File: src/rtl/tsel_pkg.sv
package tsel_pkg;

    localparam int PRESC_W_DEF  = 10;
    localparam int NUM_TAPS     = 4;
    localparam int SEL_W        = 3;

    typedef enum logic [SEL_W-1:0] {
        SRC_OFF      = 3'd0,
        SRC_SYS      = 3'd1,
        SRC_DIV8     = 3'd2,
        SRC_DIV64    = 3'd3,
        SRC_DIV256   = 3'd4,
        SRC_DIV1024  = 3'd5,
        SRC_EXT_FALL = 3'd6,
        SRC_EXT_RISE = 3'd7
    } src_sel_e;

    // number of low prescaler bits that must all be one for tap idx
    function automatic int tap_bits(input int idx);
        case (idx)
            0:       return 3;
            1:       return 6;
            2:       return 8;
            default: return 10;
        endcase
    endfunction

    typedef struct packed {
        logic                sys;
        logic [NUM_TAPS-1:0] div;
        logic                ext_rise;
        logic                ext_fall;
    } tick_bus_t;

endpackage

File: src/rtl/tsel_prescaler.sv
module tsel_prescaler
    import tsel_pkg::*;
#(
    parameter int PRESC_W = PRESC_W_DEF
) (
    input  logic                clk,
    input  logic                rst,
    output logic [NUM_TAPS-1:0] tap_hit
);

    logic [PRESC_W-1:0] count_q;

    always_ff @(posedge clk) begin
        if (rst) begin
            count_q <= '0;
        end else begin
            count_q <= count_q + 1'b1;
        end
    end

    for (genvar i = 0; i < NUM_TAPS; i++) begin : g_tap
        localparam int B = tap_bits(i);
        assign tap_hit[i] = &count_q[B-1:0];
    end

endmodule

File: src/rtl/tsel_ext_sync.sv
module tsel_ext_sync #(
    parameter int SYNC_STAGES = 2
) (
    input  logic clk,
    input  logic rst,
    input  logic pin_async,
    output logic rise,
    output logic fall
);

    logic [SYNC_STAGES-1:0] chain_q;
    logic                   last_q;

    always_ff @(posedge clk) begin
        if (rst) begin
            chain_q <= '0;
            last_q  <= 1'b0;
        end else begin
            chain_q <= {chain_q[SYNC_STAGES-2:0], pin_async};
            last_q  <= chain_q[SYNC_STAGES-1];
        end
    end

    assign rise =  chain_q[SYNC_STAGES-1] & ~last_q;
    assign fall = ~chain_q[SYNC_STAGES-1] &  last_q;

endmodule

File: src/rtl/tsel_src_mux.sv
module tsel_src_mux
    import tsel_pkg::*;
(
    input  logic [SEL_W-1:0] sel,
    input  tick_bus_t        bus,
    output logic             tick
);

    always_comb begin
        case (src_sel_e'(sel))
            SRC_OFF:      tick = 1'b0;
            SRC_SYS:      tick = bus.sys;
            SRC_DIV8:     tick = bus.div[0];
            SRC_DIV64:    tick = bus.div[1];
            SRC_DIV256:   tick = bus.div[2];
            SRC_DIV1024:  tick = bus.div[3];
            SRC_EXT_FALL: tick = bus.ext_fall;
            SRC_EXT_RISE: tick = bus.ext_rise;
            default:      tick = 1'b0;
        endcase
    end

endmodule

File: src/rtl/tsel_clock_source.sv
module tsel_clock_source
    import tsel_pkg::*;
#(
    parameter int PRESC_W     = PRESC_W_DEF,
    parameter int SYNC_STAGES = 2
) (
    input  logic             clk,
    input  logic             rst,
    input  logic [SEL_W-1:0] src_sel,
    input  logic             ext_clk_in,
    output logic             cnt_tick
);

    logic [NUM_TAPS-1:0] tap_hit;
    logic                ext_rise;
    logic                ext_fall;
    tick_bus_t           bus;
    logic                tick_next;
    logic                tick_q;

    tsel_prescaler #(.PRESC_W(PRESC_W)) u_presc (
        .clk     (clk),
        .rst     (rst),
        .tap_hit (tap_hit)
    );

    tsel_ext_sync #(.SYNC_STAGES(SYNC_STAGES)) u_sync (
        .clk       (clk),
        .rst       (rst),
        .pin_async (ext_clk_in),
        .rise      (ext_rise),
        .fall      (ext_fall)
    );

    always_comb begin
        bus.sys      = 1'b1;
        bus.div      = tap_hit;
        bus.ext_rise = ext_rise;
        bus.ext_fall = ext_fall;
    end

    tsel_src_mux u_mux (
        .sel  (src_sel),
        .bus  (bus),
        .tick (tick_next)
    );

    always_ff @(posedge clk) begin
        if (rst) begin
            tick_q <= 1'b0;
        end else begin
            tick_q <= tick_next;
        end
    end

    assign cnt_tick = tick_q;

endmodule

File: config.mk
export PLATFORM = sky130hd
export DESIGN_NAME = tsel_clock_source
export DESIGN_NICKNAME = d
export VERILOG_FILES = /design/src/rtl/tsel_pkg.sv /design/src/rtl/tsel_prescaler.sv /design/src/rtl/tsel_ext_sync.sv /design/src/rtl/tsel_src_mux.sv /design/src/rtl/tsel_clock_source.sv
export SDC_FILE = /design/constraint.sdc
export NUM_CORES = 1
export LEC_CHECK = 0
export ABC_AREA = 1
export BUFFER_PORTS_ARGS = -buffer_cell sky130_fd_sc_hd__buf_4
export CAP_MARGIN = 20
export CORE_MARGIN = 1.5
export CORE_UTILIZATION = 40
export DETAILED_ROUTE_END_ITERATION = 12
export PLACE_DENSITY = 0.58
export SLEW_MARGIN = 20
export SYNTH_ARGS = -nofsm -noshare
export SYNTH_HDL_FRONTEND = slang
export SYNTH_SLANG_ARGS = --single-unit
File: constraint.sdc
create_clock -name clk -period 3.25 [get_ports clk]
set_input_delay 0.325 -clock clk [delete_from_list [all_inputs] [get_ports clk]]
set_output_delay 0.325 -clock clk [all_outputs]
set_load 0.005 [all_outputs]
==> results of run 1 <==
==> area by class of cell <==
class                           count  area [um2]
Sequential cell                    14         280
Fill cell                         151         663
Inverter                           12        46.3
Tap cell                           15        18.8
Clock buffer                        3        22.5
Timing Repair Buffer                6        45.0
Multi-Input combinational cell     50         258
==> worst reg2reg max path, stage by stage, from the launching register on <==
cell	delay (ns)
sky130_fd_sc_hd__dfxtp_1	0.33
sky130_fd_sc_hd__ha_1	0.23
sky130_fd_sc_hd__ha_1	0.18
sky130_fd_sc_hd__a21o_1	0.17
sky130_fd_sc_hd__a21oi_1	0.13
sky130_fd_sc_hd__nor2_1	0.05
==> final timing paths <==
kind / slack (ns) / depth (start not counted) / startpoint / endpoint
worst max-delay path: 2.06 / 5 / u_presc.count_q[0] / cnt_tick
worst max register to register: 2.06 / 5 / u_presc.count_q[0] / cnt_tick
worst min-delay path: 0.25 / 3 / ext_clk_in / u_sync.chain_q[0]
worst min register to register: 0.42 / 2 / u_sync.chain_q[0] / u_sync.chain_q[1]
==> cell usage in the layout (no fill, tap or decap) <==
cell type	instances
sky130_fd_sc_hd__inv_2	2
sky130_fd_sc_hd__o21ai_0	3
sky130_fd_sc_hd__ha_1	2
sky130_fd_sc_hd__clkinv_2	1
sky130_fd_sc_hd__nor2_2	3
sky130_fd_sc_hd__buf_4	6
sky130_fd_sc_hd__o21a_1	1
sky130_fd_sc_hd__xor2_1	1
sky130_fd_sc_hd__nand2_1	11
sky130_fd_sc_hd__clkbuf_4	3
sky130_fd_sc_hd__a21o_1	1
sky130_fd_sc_hd__inv_1	9
sky130_fd_sc_hd__nand2_2	2
sky130_fd_sc_hd__a21oi_1	6
sky130_fd_sc_hd__o21ai_1	1
sky130_fd_sc_hd__nor3_1	2
sky130_fd_sc_hd__nand3_1	6
sky130_fd_sc_hd__a21oi_2	1
sky130_fd_sc_hd__dfxtp_1	14
sky130_fd_sc_hd__nor2_1	10
==> metrics by stage <==
stage                     hold WS (ns)  area (um2)  std cells  power [mW]
after global placement           0.409         648         97       0.206
after floorplan                  0.388         588         77       0.196
after detailed placement         0.408         648         97       0.206
after CTS                        0.245         671        100       0.300
final                            0.251         671        100       0.295
after global routing             0.234         671        100       0.313
==> per-layer routing <==
metal / global-route usage, % / routed length, um
met5: 0 / 0
met1: 17.3 / 457
met3: 9.57 / 54
met2: 21.1 / 391
met4: 2.42 / 0
==> kinds of logic (layout without fill, tap and decap cells) <==
group | after synthesis | in the layout
and+or+nand+nor | 34 | 34
buffers and inverters | 13 | 21
adders and majority gates | 2 | 2
xor gates and xnor gates | 1 | 1
DFF | 14 | 14
AOI/OAI and AO/OA | 13 | 13
==> registers in the layout (all words and copies together) (netlist names) <==
name / flops
cnt_tick: 1
u_presc.count_q: 10
u_sync.chain_q: 2
u_sync.last_q: 1
==> power by group through the flow <==
stage	logic (mW)	registers, mW	clock network [mW]
detailed placement	0.0219	0.184	0
CTS	0.0220	0.180	0.0983
finish	0.0214	0.180	0.0934
global route	0.0259	0.181	0.106
global placement	0.0221	0.184	0
floorplan	0.0123	0.183	0
==> impl.org, run 1 <==
** Outcome
- Status :: completed

** Critical path
- Of all nets on the critical path, the largest fanout is 3.
- The critical path goes through ha_1 > ha_1 > a21o_1 > a21oi_1 > nor2_1.
- By startpoint and endpoint, the worst setup path is classified as reg -> reg.
- Library cell appearing most often on the critical path :: sky130_fd_sc_hd__ha_1
- STA classifies the critical path endpoint as a register.
- Crit path DAT :: 1.36 ns
- Critical Path Start Type :: register
- CP top delay family :: adder cells
- Slowest cell on the critical path :: sky130_fd_sc_hd__dfxtp_1
- The critical path contains buffers and inverters numbering 0 combined.
- Delay contributed by the slowest stage of the critical path :: 0.33 ns
- For the worst setup path, the data required time is 3.42 ns.

** Synth
- The most common cell in the synthesized netlist is sky130_fd_sc_hd__dfxtp_1.
- After Yosys synthesis, and, or, nand and nor cells account for 25.5% of the synthesized area.
- After synthesis, the cell types taking the most area are sky130_fd_sc_hd__dfxtp_1 (48%), sky130_fd_sc_hd__nand2_1 (7.0%), sky130_fd_sc_hd__nor2_1 (6.4%).
- Top cells by count, synth :: sky130_fd_sc_hd__dfxtp_1 (14), sky130_fd_sc_hd__nand2_1 (11), sky130_fd_sc_hd__nor2_1 (10)
- In this run, synthesis inferred 0 flip-flops with an integrated enable.
- Part of the Yosys area used for sequential elements :: 47.7%
- Combinational family with the most area after synthesis :: simple AND/OR/NAND/NOR gates
- Post-synthesis instance total :: 77
- Synthesis produced a netlist with a net count of 85.
- The portion of synthesized area spent on multiplexers is 0%.
- Each instance of the synthesized netlist takes up on average 7.64 um2.
- Summing the areas of all compound-gate instances in the mapped netlist gives 12.6% of the synthesized area.
- In this run, synthesis produced a sequential element count of 14.
- Portion of synthesized cell area occupied by the leading cell type :: 47.7%
- Post-Synth Adder-Cell Area :: 4.26%
- Summing the areas of all xor and xnor instances in the mapped netlist gives 1.49% of the synthesized area.
- Ys async rst share :: 0%
- Netlist area before placement :: 588 um2
- The number of different library cells used by synthesis comes to 19.
- The Yosys step of the flow raised 0 warnings.
- sky130_fd_sc_hd__dfxtp_1 takes more of the synthesized area than any other cell.
- For this run, the leading register cell type out of synthesis is sky130_fd_sc_hd__dfxtp_1.

** Detailed routing
- The detailed router placed 470 vias in this run.
- Initial DRT Pass Iterations :: 4
- Number of routed nets with antenna violations :: 0
- In the routed layout, each cell is associated on average with a via count of 4.70.
- Post-Route WL :: 903 um
- Residual DRC :: 0
- Number of DRC violations after detailed-routing iteration 0 :: 6
- In the final routed layout, each cell accounts on average for 9.03 um.

** Clocking
- Clock latency on the worst-skew pair, taken at its later pin, is 0.27 ns.
- CTS saw 14 sinks.
- TritonCTS built the clock tree.
- The cell sitting at the root of the clock tree is a sky130_fd_sc_hd__clkbuf_4.
- In this run the number of H-tree levels came out at 1.
- Post-CTS timing repair inserted 0 buffers for setup.
- Number of buffers added by the clock tree synthesis step :: 3
- Hold bufs inserted after CTS :: 0
- Number of gates given a new drive strength after cts :: 0
- Clock transition at path regs :: 0.07 ns
- The longest clock path from root to sink contains 2 buffers.

** Placement
- Buffers placed on the I/O ports in this run total 6.
- Prior to clock tree synthesis, the placed netlist has a worst setup slack of 2.06 ns.
- Global placement routability congestion :: 0.668

** Floorplan
- 7 I/O pins were placed.
- The floorplan has 13 rows.
- Placeable Area :: 0.00133 mm2
- Die height :: 41.3 um
- The floorplan step defined a die boundary enclosing 0.00171 mm2.
- Starting density of the core :: 44.1%
- The die is 41.3 um wide.

** Power and ir drop
- The analysis attributes to net switching a power of 64.4 uW.
- Sw Ratio :: 21.9%
- Cell internal power was estimated by the tool at 230 uW.
- Summed over all cells, the static leakage comes to 0.288 nW.
- Portion of total power attributed to sequential cells :: 61.0%
- Power spread over the standard cell area amounts to 439 mW/mm2.
- Clk pwr share :: 31.7%
- Portion of total power attributed to combinational logic :: 7.3%
- Across the VDD grid, the largest voltage drop is 307 uV.

** STA
- For the final routed database, the setup TNS stands at 0 ns.
- Tmin final :: 1.19 ns
- The final-report hold violation count came to 0.
- Clock Skews :: 0.00194 ns
- Headroom to the max-slew limit came out at 88.6%.
- Setup repair after global routing left no endpoint under its margin.
- The final-report max-slew violation count came to 0.
- Dividing the final minimum period by the clock period gives 36.7%.
- Number of failing setup endpoints in the final timing report :: 0
- For the pin with the worst max-slew slack, the measured transition is 0.170 ns.
- Setup slack on the critical path of the routed design comes to 2.06 ns.
- Achievable clock frequency :: 0.839 GHz

** GRT
- The via count of the first global-routing pass was 381.
- Overall routing resource usage :: 14.2%
- The total overflow left after global routing is 0.
- First-pass GRT wire length :: 1.52 mm
- Antenna violations before repair :: 0
- Pin count of the biggest net entering global routing :: 12

** Worst hold path
- The tightest min-delay check is of the in -> reg type.

** Finish
- For this run, the share of the core covered by cells in the final layout is 50.3%.
- The post-route netlist has 21.2% of its cells at a drive strength greater than 1.
- The final layout contains 95 nets.
- Layout overhead on the synthesized area :: 14.0%
- Diode insertion count for antenna repair :: 0

** Run
- Reported max-cap violation count :: 0
No activity file was read; power rests on OpenSTA's default activity.
==> inputs of run 2 (changes only) <==
--- a/config.mk
+++ b/config.mk
@@ -11,7 +11,7 @@
 export CORE_MARGIN = 1.5
 export CORE_UTILIZATION = 40
 export DETAILED_ROUTE_END_ITERATION = 12
-export PLACE_DENSITY = 0.58
+export PLACE_DENSITY = 0.61
 export SLEW_MARGIN = 20
 export SYNTH_ARGS = -nofsm -noshare
 export SYNTH_HDL_FRONTEND = slang
==> constraint.sdc (replaced) <==
create_clock -name clk -period 1 [get_ports clk]
set_input_delay 0.1 -clock clk [delete_from_list [all_inputs] [get_ports clk]]
set_output_delay 0.1 -clock clk [all_outputs]
set_load 0.005 [all_outputs]
==> impl.org, run 2 (same netlist as run 1, synthesis figures left out) <==
** Outcome
- The flow ran to the end, but the final reports show violations.
- Violations in the final reports :: setup timing

** STA
- At the pin with the least slew margin, the transition time is 0.140 ns.
- Max-Slew Margin vs Limit :: 90.5%
- The routed design could run at a clock period as short as 1.12 ns.
- Achievable clock frequency :: 0.893 GHz
- Pins Over Slew Limit :: 0
- Hold is met by 0.0222 ns.
- Setup repair after global routing could not meet its margin everywhere.
- Clock Skews :: 0.00110 ns
- The final critical path takes up 112% of the cycle.
- Setup slack on the critical path of the routed design comes to -0.120 ns.
- Setup violations remaining at the end of the flow were counted as 4.
- Endpoints failing hold :: 0

** Clocking
- TritonCTS built the clock tree.
- The tree is rooted in a sky130_fd_sc_hd__clkbuf_4.
- Number of clock sinks :: 14
- Number of buffers added by the clock tree synthesis step :: 3
- After clock tree synthesis, the clock-pin slew on the worst setup and hold paths is 0.09 ns.
- Maximum clock insertion buffer count :: 2
- Clock Latency Late Sink :: 0.27 ns
- In this run the number of H-tree levels came out at 1.

** Critical path
- Delay contributed by the slowest stage of the critical path :: 0.36 ns
- In this run the critical register-to-register path is captured at cnt_tick.
- The startpoint identified for the worst register-to-register timing path is u_presc.count_q[0].
- Slowest cell on the critical path :: sky130_fd_sc_hd__dfxtp_4
- Walking the worst path, the cells encountered are ha_4 > ha_2 > a21o_1 > a21oi_1 > nor2_1.
- The setup check on the worst reg-to-reg path leaves a slack of -0.12 ns.
- Crit path DAT :: 1.29 ns
- Critical Path Start Type :: register
- Data on the critical path is required at its endpoint by 1.17 ns.
- For the worst flop-to-flop path, the logic depth is 5.
- CP max FO :: 3
- STA classifies the critical path endpoint as a register.
- Crit path kind :: reg -> reg

** Finish
- The repair_antennas step left the layout with diodes totalling 0.
- Share of layout cells above drive strength 1 :: 38.0%
- Layout overhead on the synthesized area :: 31.9%
- Cell Count, Final, Fillers Out :: 107
- Total of fill cells in the finished design :: 131
- The register with the most flip-flops in the layout has 10 of them.
- Most flops, register :: u_presc.count_q
- Largest registers :: u_presc.count_q x10, u_sync.chain_q x2
- In the final design database the tool counted 101 nets.
- The finished cells cover 776 um2.
- Commonest non-fill, non-tap cell in the layout :: sky130_fd_sc_hd__buf_4
- Commonest non-fill, non-tap cells in the layout :: sky130_fd_sc_hd__buf_4 (12), sky130_fd_sc_hd__nor2_1 (10), sky130_fd_sc_hd__dfxtp_1 (10)

** GRT
- In the global route stage, overall resource usage came out at 14.1%.
- Global routing finished with a remaining overflow of 0.
- Number of global-route vias before repair :: 374
- Entering global routing, the biggest net connects 12 pins.
- Antenna violations before repair :: 0
- First-pass GRT wire length :: 1.48 mm

** Worst hold path
- Worst hold path depth :: 3
- The min-delay analysis places its worst path in the category in -> reg.
- Worst hold start :: ext_clk_in
- Hold Path Sink :: u_sync.chain_q[0]

** Placement
- Routability-driven placement finished with a final weighted congestion of 0.656.
- The count of buffers added on input and output ports is 6.
- In this run the cell area measured after placement is 711 um2.
- Final HPWL DP :: 774 um
- Placed Instances :: 103

** Power and ir drop
- Worst VDD drop :: 776 uV
- For this design the static power due to leakage is 0.327 nW.
- Total chip power :: 1.07 mW
- Power spread over the standard cell area amounts to 1380 mW/mm2.

** Detailed routing
- Using the TritonRoute via totals, the vias-per-cell ratio works out to 4.65.
- After detailed routing, the average wire length per cell comes to 10.2 um.
- Initial DRT Pass Iterations :: 2
- The detailed router placed 498 vias in this run.
- The detailed router finished its first iteration with 6 violations.
- The count of nets left with antenna violations once routing finished came out at 0.
- Summed over all layers, the routed wires come to 1.09 mm.
- Residual DRC :: 0

** Floorplan
- 7 I/O pins were placed.
- Die area :: 0.00171 mm2
- Once the floorplan was initialized, standard cells occupied 44.1% of the core.
- The die is 41.3 um wide.
- Placeable Area :: 0.00133 mm2
- Standard-cell rows :: 13
- In this run the vertical extent of the chip is 41.3 um.

** Run
- Across the run, the number of max-cap violations was 0.
==> run 2: worst max-delay path: cells and delay by family, from the launching register on <==
kind	cells	cell delay (ns)
adder cells (fa/ha/maj)	2	0.33
AO/OA/AOI/OAI	2	0.27
AND/OR/NAND/NOR	1	0.06
flip-flops	1	0.36
==> run 2: how the worst max path moves through the flow <==
| stage | startpoint | to | slack, ns | cells after the start |
|---|---|---|---|---|
| floorplan | u_presc.count_q[0] | cnt_tick | -0.02 | 5 |
| CTS | u_presc.count_q[0] | cnt_tick | -0.07 | 5 |
| global route | u_presc.count_q[0] | cnt_tick | -0.14 | 7 |
| global placement | u_presc.count_q[0] | cnt_tick | -0.05 | 5 |
| detailed placement | u_presc.count_q[0] | cnt_tick | -0.08 | 7 |
| finish | u_presc.count_q[0] | cnt_tick | -0.12 | 5 |
==> run 2: cell type report <==
type                            count  area (um2)  share of cell area, %
Inverter                           12        46.3                   5.97
Timing Repair Buffer               12        90.1                   11.6
Clock buffer                        4        36.3                   4.68
Multi-Input combinational cell     50         297                   38.2
Tap cell                           15        18.8                   2.42
Sequential cell                    14         288                   37.1
==> run 2: metal layers <==
layer | up-vias | part of all wire (%) | GRT usage (%)
met4 | 0 | 1.3 | 12.1
met2 | 5 | 46 | 21.5
met3 | 2 | 2.9 | 3.19
met5 | - | 0 | 0
li1 | 272 | - | -
met1 | 219 | 50 | 16.6
==> run 2: metrics by stage <==
stage / util, % / setup TNS [ns] / setup slack (ns)
after global routing: 58.2 / -0.739 / -0.136
after detailed placement: 53.3 / -0.174 / -0.0760
final: 58.2 / -0.187 / -0.120
after floorplan: - / -0.0228 / -0.0228
after CTS: 56.5 / -0.158 / -0.0716
after global placement: 53.3 / -0.111 / -0.0476
==> run 2: what timing repair did <==
action / 4_1_cts / 5_1_grt
hold buffers: 0 / 0
setup endpoints to repair: 5 / 9
pin swaps: 2 / 5
endpoints found under the hold margin: 0 / 0
resized for setup: 3 / 6
setup buffers: 0 / 0
==> run 2: power by group <==
part | total (mW) | internal (mW) | switching, mW
combinational | 0.0787 | 0.0395 | 0.0392
clock | 0.403 | 0.221 | 0.182
sequential | 0.589 | 0.576 | 0.0135
==> inputs of run 3 (changes only) <==
--- a/config.mk
+++ b/config.mk
@@ -11,7 +11,7 @@
 export CORE_MARGIN = 1.5
 export CORE_UTILIZATION = 40
 export DETAILED_ROUTE_END_ITERATION = 12
-export PLACE_DENSITY = 0.61
+export PLACE_DENSITY = 0.58
 export SLEW_MARGIN = 20
 export SYNTH_ARGS = -nofsm -noshare
 export SYNTH_HDL_FRONTEND = slang
==> constraint.sdc (replaced) <==
create_clock -name clk -period 1.25 [get_ports clk]
set_input_delay 0.125 -clock clk [delete_from_list [all_inputs] [get_ports clk]]
set_output_delay 0.125 -clock clk [all_outputs]
set_load 0.005 [all_outputs]
==> impl.org, run 3 (same netlist as run 1, synthesis figures left out) <==
** GRT
- Overall routing resource usage :: 14.6%
- Pin count of the biggest net entering global routing :: 12
- The first global-routing pass estimated 1.57 mm of wire.
- Remaining global-route overflow :: 0
- The number of antenna violations at the first check in global routing came to 0.
- The via count of the first global-routing pass was 394.

** Floorplan
- Die area :: 0.00171 mm2
- Standard-cell rows :: 13
- The die is 41.3 um wide.
- For this design the top-level I/O count stands at 7.
- From bottom edge to top edge, the die measures 41.3 um.
- For this configuration, the core starts out at a cell density of 44.1%.
- Placeable Area :: 0.00133 mm2

** Power and ir drop
- In this run the power density over the cells is 1120 mW/mm2.
- Leakage power total :: 0.292 nW
- VDD sags by at most 789 uV.

** Detailed routing
- Number of routed nets with antenna violations :: 0
- Post-Route WL :: 941 um
- WL/cell :: 9.32 um
- In this run, the number of DRC markers left after iteration 0 of detailed routing was 7.
- Residual DRC :: 0
- After detailed routing, the number of vias per cell comes to 4.65.
- Initial DRT Pass Iterations :: 2
- Vias :: 470

** Placement
- Placed Instances :: 97
- Summed over all nets, the half-perimeter wirelength after detailed placement is 709 um.
- At the placement stage, the worst setup path has a slack of 0.0539 ns.
- Port buffering added 6 buffers.
- Global placement routability congestion :: 0.668

** Critical path
- Cell-by-cell listing of the critical path :: ha_2 > ha_1 > a21o_1 > a21oi_1 > nor2_1
- Crit path kind :: reg -> reg
- The worst setup path is launched from a register.
- Buffer and inverter count on the worst path :: 0
- Element type at the critical path end :: register
- CP max FO :: 3
- The largest single stage delay on the critical path is 0.34 ns.
- R2R setup slack :: 0.09 ns
- In this run the number of cells on the critical path is 5.
- CP top delay family :: adder cells
- Crit path DAT :: 1.32 ns
- Data required time at the worst endpoint :: 1.42 ns
- Slowest cell on the critical path :: sky130_fd_sc_hd__dfxtp_2
- Counting cells, the worst reg-to-reg path comes to 5.

** Clocking
- Counting along the longest clock path gives a buffer depth of 2.
- CTS saw 14 sinks.
- After clock tree synthesis, the clock-pin slew on the worst setup and hold paths is 0.07 ns.
- Clock Latency Late Sink :: 0.27 ns
- Level count of the clock H-tree :: 1
- The tree is rooted in a sky130_fd_sc_hd__clkbuf_4.
- TritonCTS built the clock tree.
- Number of buffers added by the clock tree synthesis step :: 3
- Hold bufs inserted after CTS :: 0

** Worst hold path
- Class of the tightest hold or removal check :: in -> reg
- Along the worst hold path, the cell count comes to 3.

** STA
- Measured against its own limit, the worst slew margin works out to 89.1%.
- Share of the cycle needed by the critical path after routing :: 92.5%
- Setup repair after global routing missed its margin :: false
- At the pin with the least slew margin, the transition time is 0.163 ns.
- Clock Skews :: 0.00638 ns
- Subtracting the final worst setup slack from the clock period gives 1.16 ns.
- Pins Over Slew Limit :: 0
- Total negative slack :: 0 ns
- Number of failing setup endpoints in the final timing report :: 0
- The final-report hold violation count is 0.
- Derived from the worst setup path, the maximum achievable clock frequency is 0.864 GHz.
- After layout, the worst setup slack is 0.0932 ns.

** Finish
- Most flops, register :: u_presc.count_q
- Largest registers :: u_presc.count_q x10, u_sync.chain_q x2
- Commonest non-fill, non-tap cells in the layout :: sky130_fd_sc_hd__dfxtp_1 (13), sky130_fd_sc_hd__nand2_1 (11), sky130_fd_sc_hd__nor2_1 (10)
- Relative to the synthesized area, the layout overhead comes to 16.8%.
- Final-stage net count :: 96
- Diode insertion count for antenna repair :: 0
- The count of cells in the finished layout, fillers not included, comes to 101.
- Max reg flops :: 10
- Share of layout cells above drive strength 1 :: 25.6%
- Commonest non-fill, non-tap cell in the layout :: sky130_fd_sc_hd__dfxtp_1

** Run
- Max-cap violations in this run came to 0.

** Outcome
- The flow ran to the end, and the final reports show no timing, DRC or antenna violations.
[run 3: repair_timing]
item | in CTS | in global routing
gates resized for setup | 0 | 3
endpoints found under the setup margin | 0 | 3
setup buffers | 0 | 1
[run 3: worst min-delay path, delay by kind of cell]
family / cells / cell delay, ns
and+or+nand+nor: 1 / 0.06
buffers and inverters: 2 / 0.11
[run 3: stage by stage]
step           util [%]  power (mW)  hold WS (ns)  instance area [um2]
5_1_grt            51.5       0.811        0.0383                  687
2_1_floorplan         -       0.509         0.232                  588
3_3_place_gp       48.6       0.535         0.332                  648
3_5_place_dp       48.6       0.535         0.333                  648
6_report           51.5       0.769        0.0531                  687
4_1_cts            50.3       0.780        0.0457                  671
[run 3: cell type report]
cell class	instances	area, um2
fill	145	647
sequential	14	282
multi-input combinational	50	265
timing repair buffer	7	52.6
inverter	12	46.3
clock buffer	3	22.5
tap	15	18.8
[run 3: metal layers]
layer	vias up	part of all wire (%)	GRT usage [%]
met4	0	0	2.42
met5	-	0	0
li1	262	-	-
met2	9	45	21.1
met1	199	48	18.2
met3	0	6.5	9.57
[run 3: path summary, 6_finish.rpt]
check,endpoint,from
max,cnt_tick,u_presc.count_q[0]
min,u_sync.chain_q[0],ext_clk_in
max reg2reg,cnt_tick,u_presc.count_q[0]
min reg2reg,u_sync.chain_q[1],u_sync.chain_q[0]
[run 3: power by group]
part	total (mW)	internal, mW	leakage [nW]	switching, mW
combinational	0.0562	0.0275	0.163	0.0287
clock	0.242	0.111	0.0138	0.131
sequential	0.470	0.460	0.114	0.00967
total	0.769	0.599	0.292	0.169
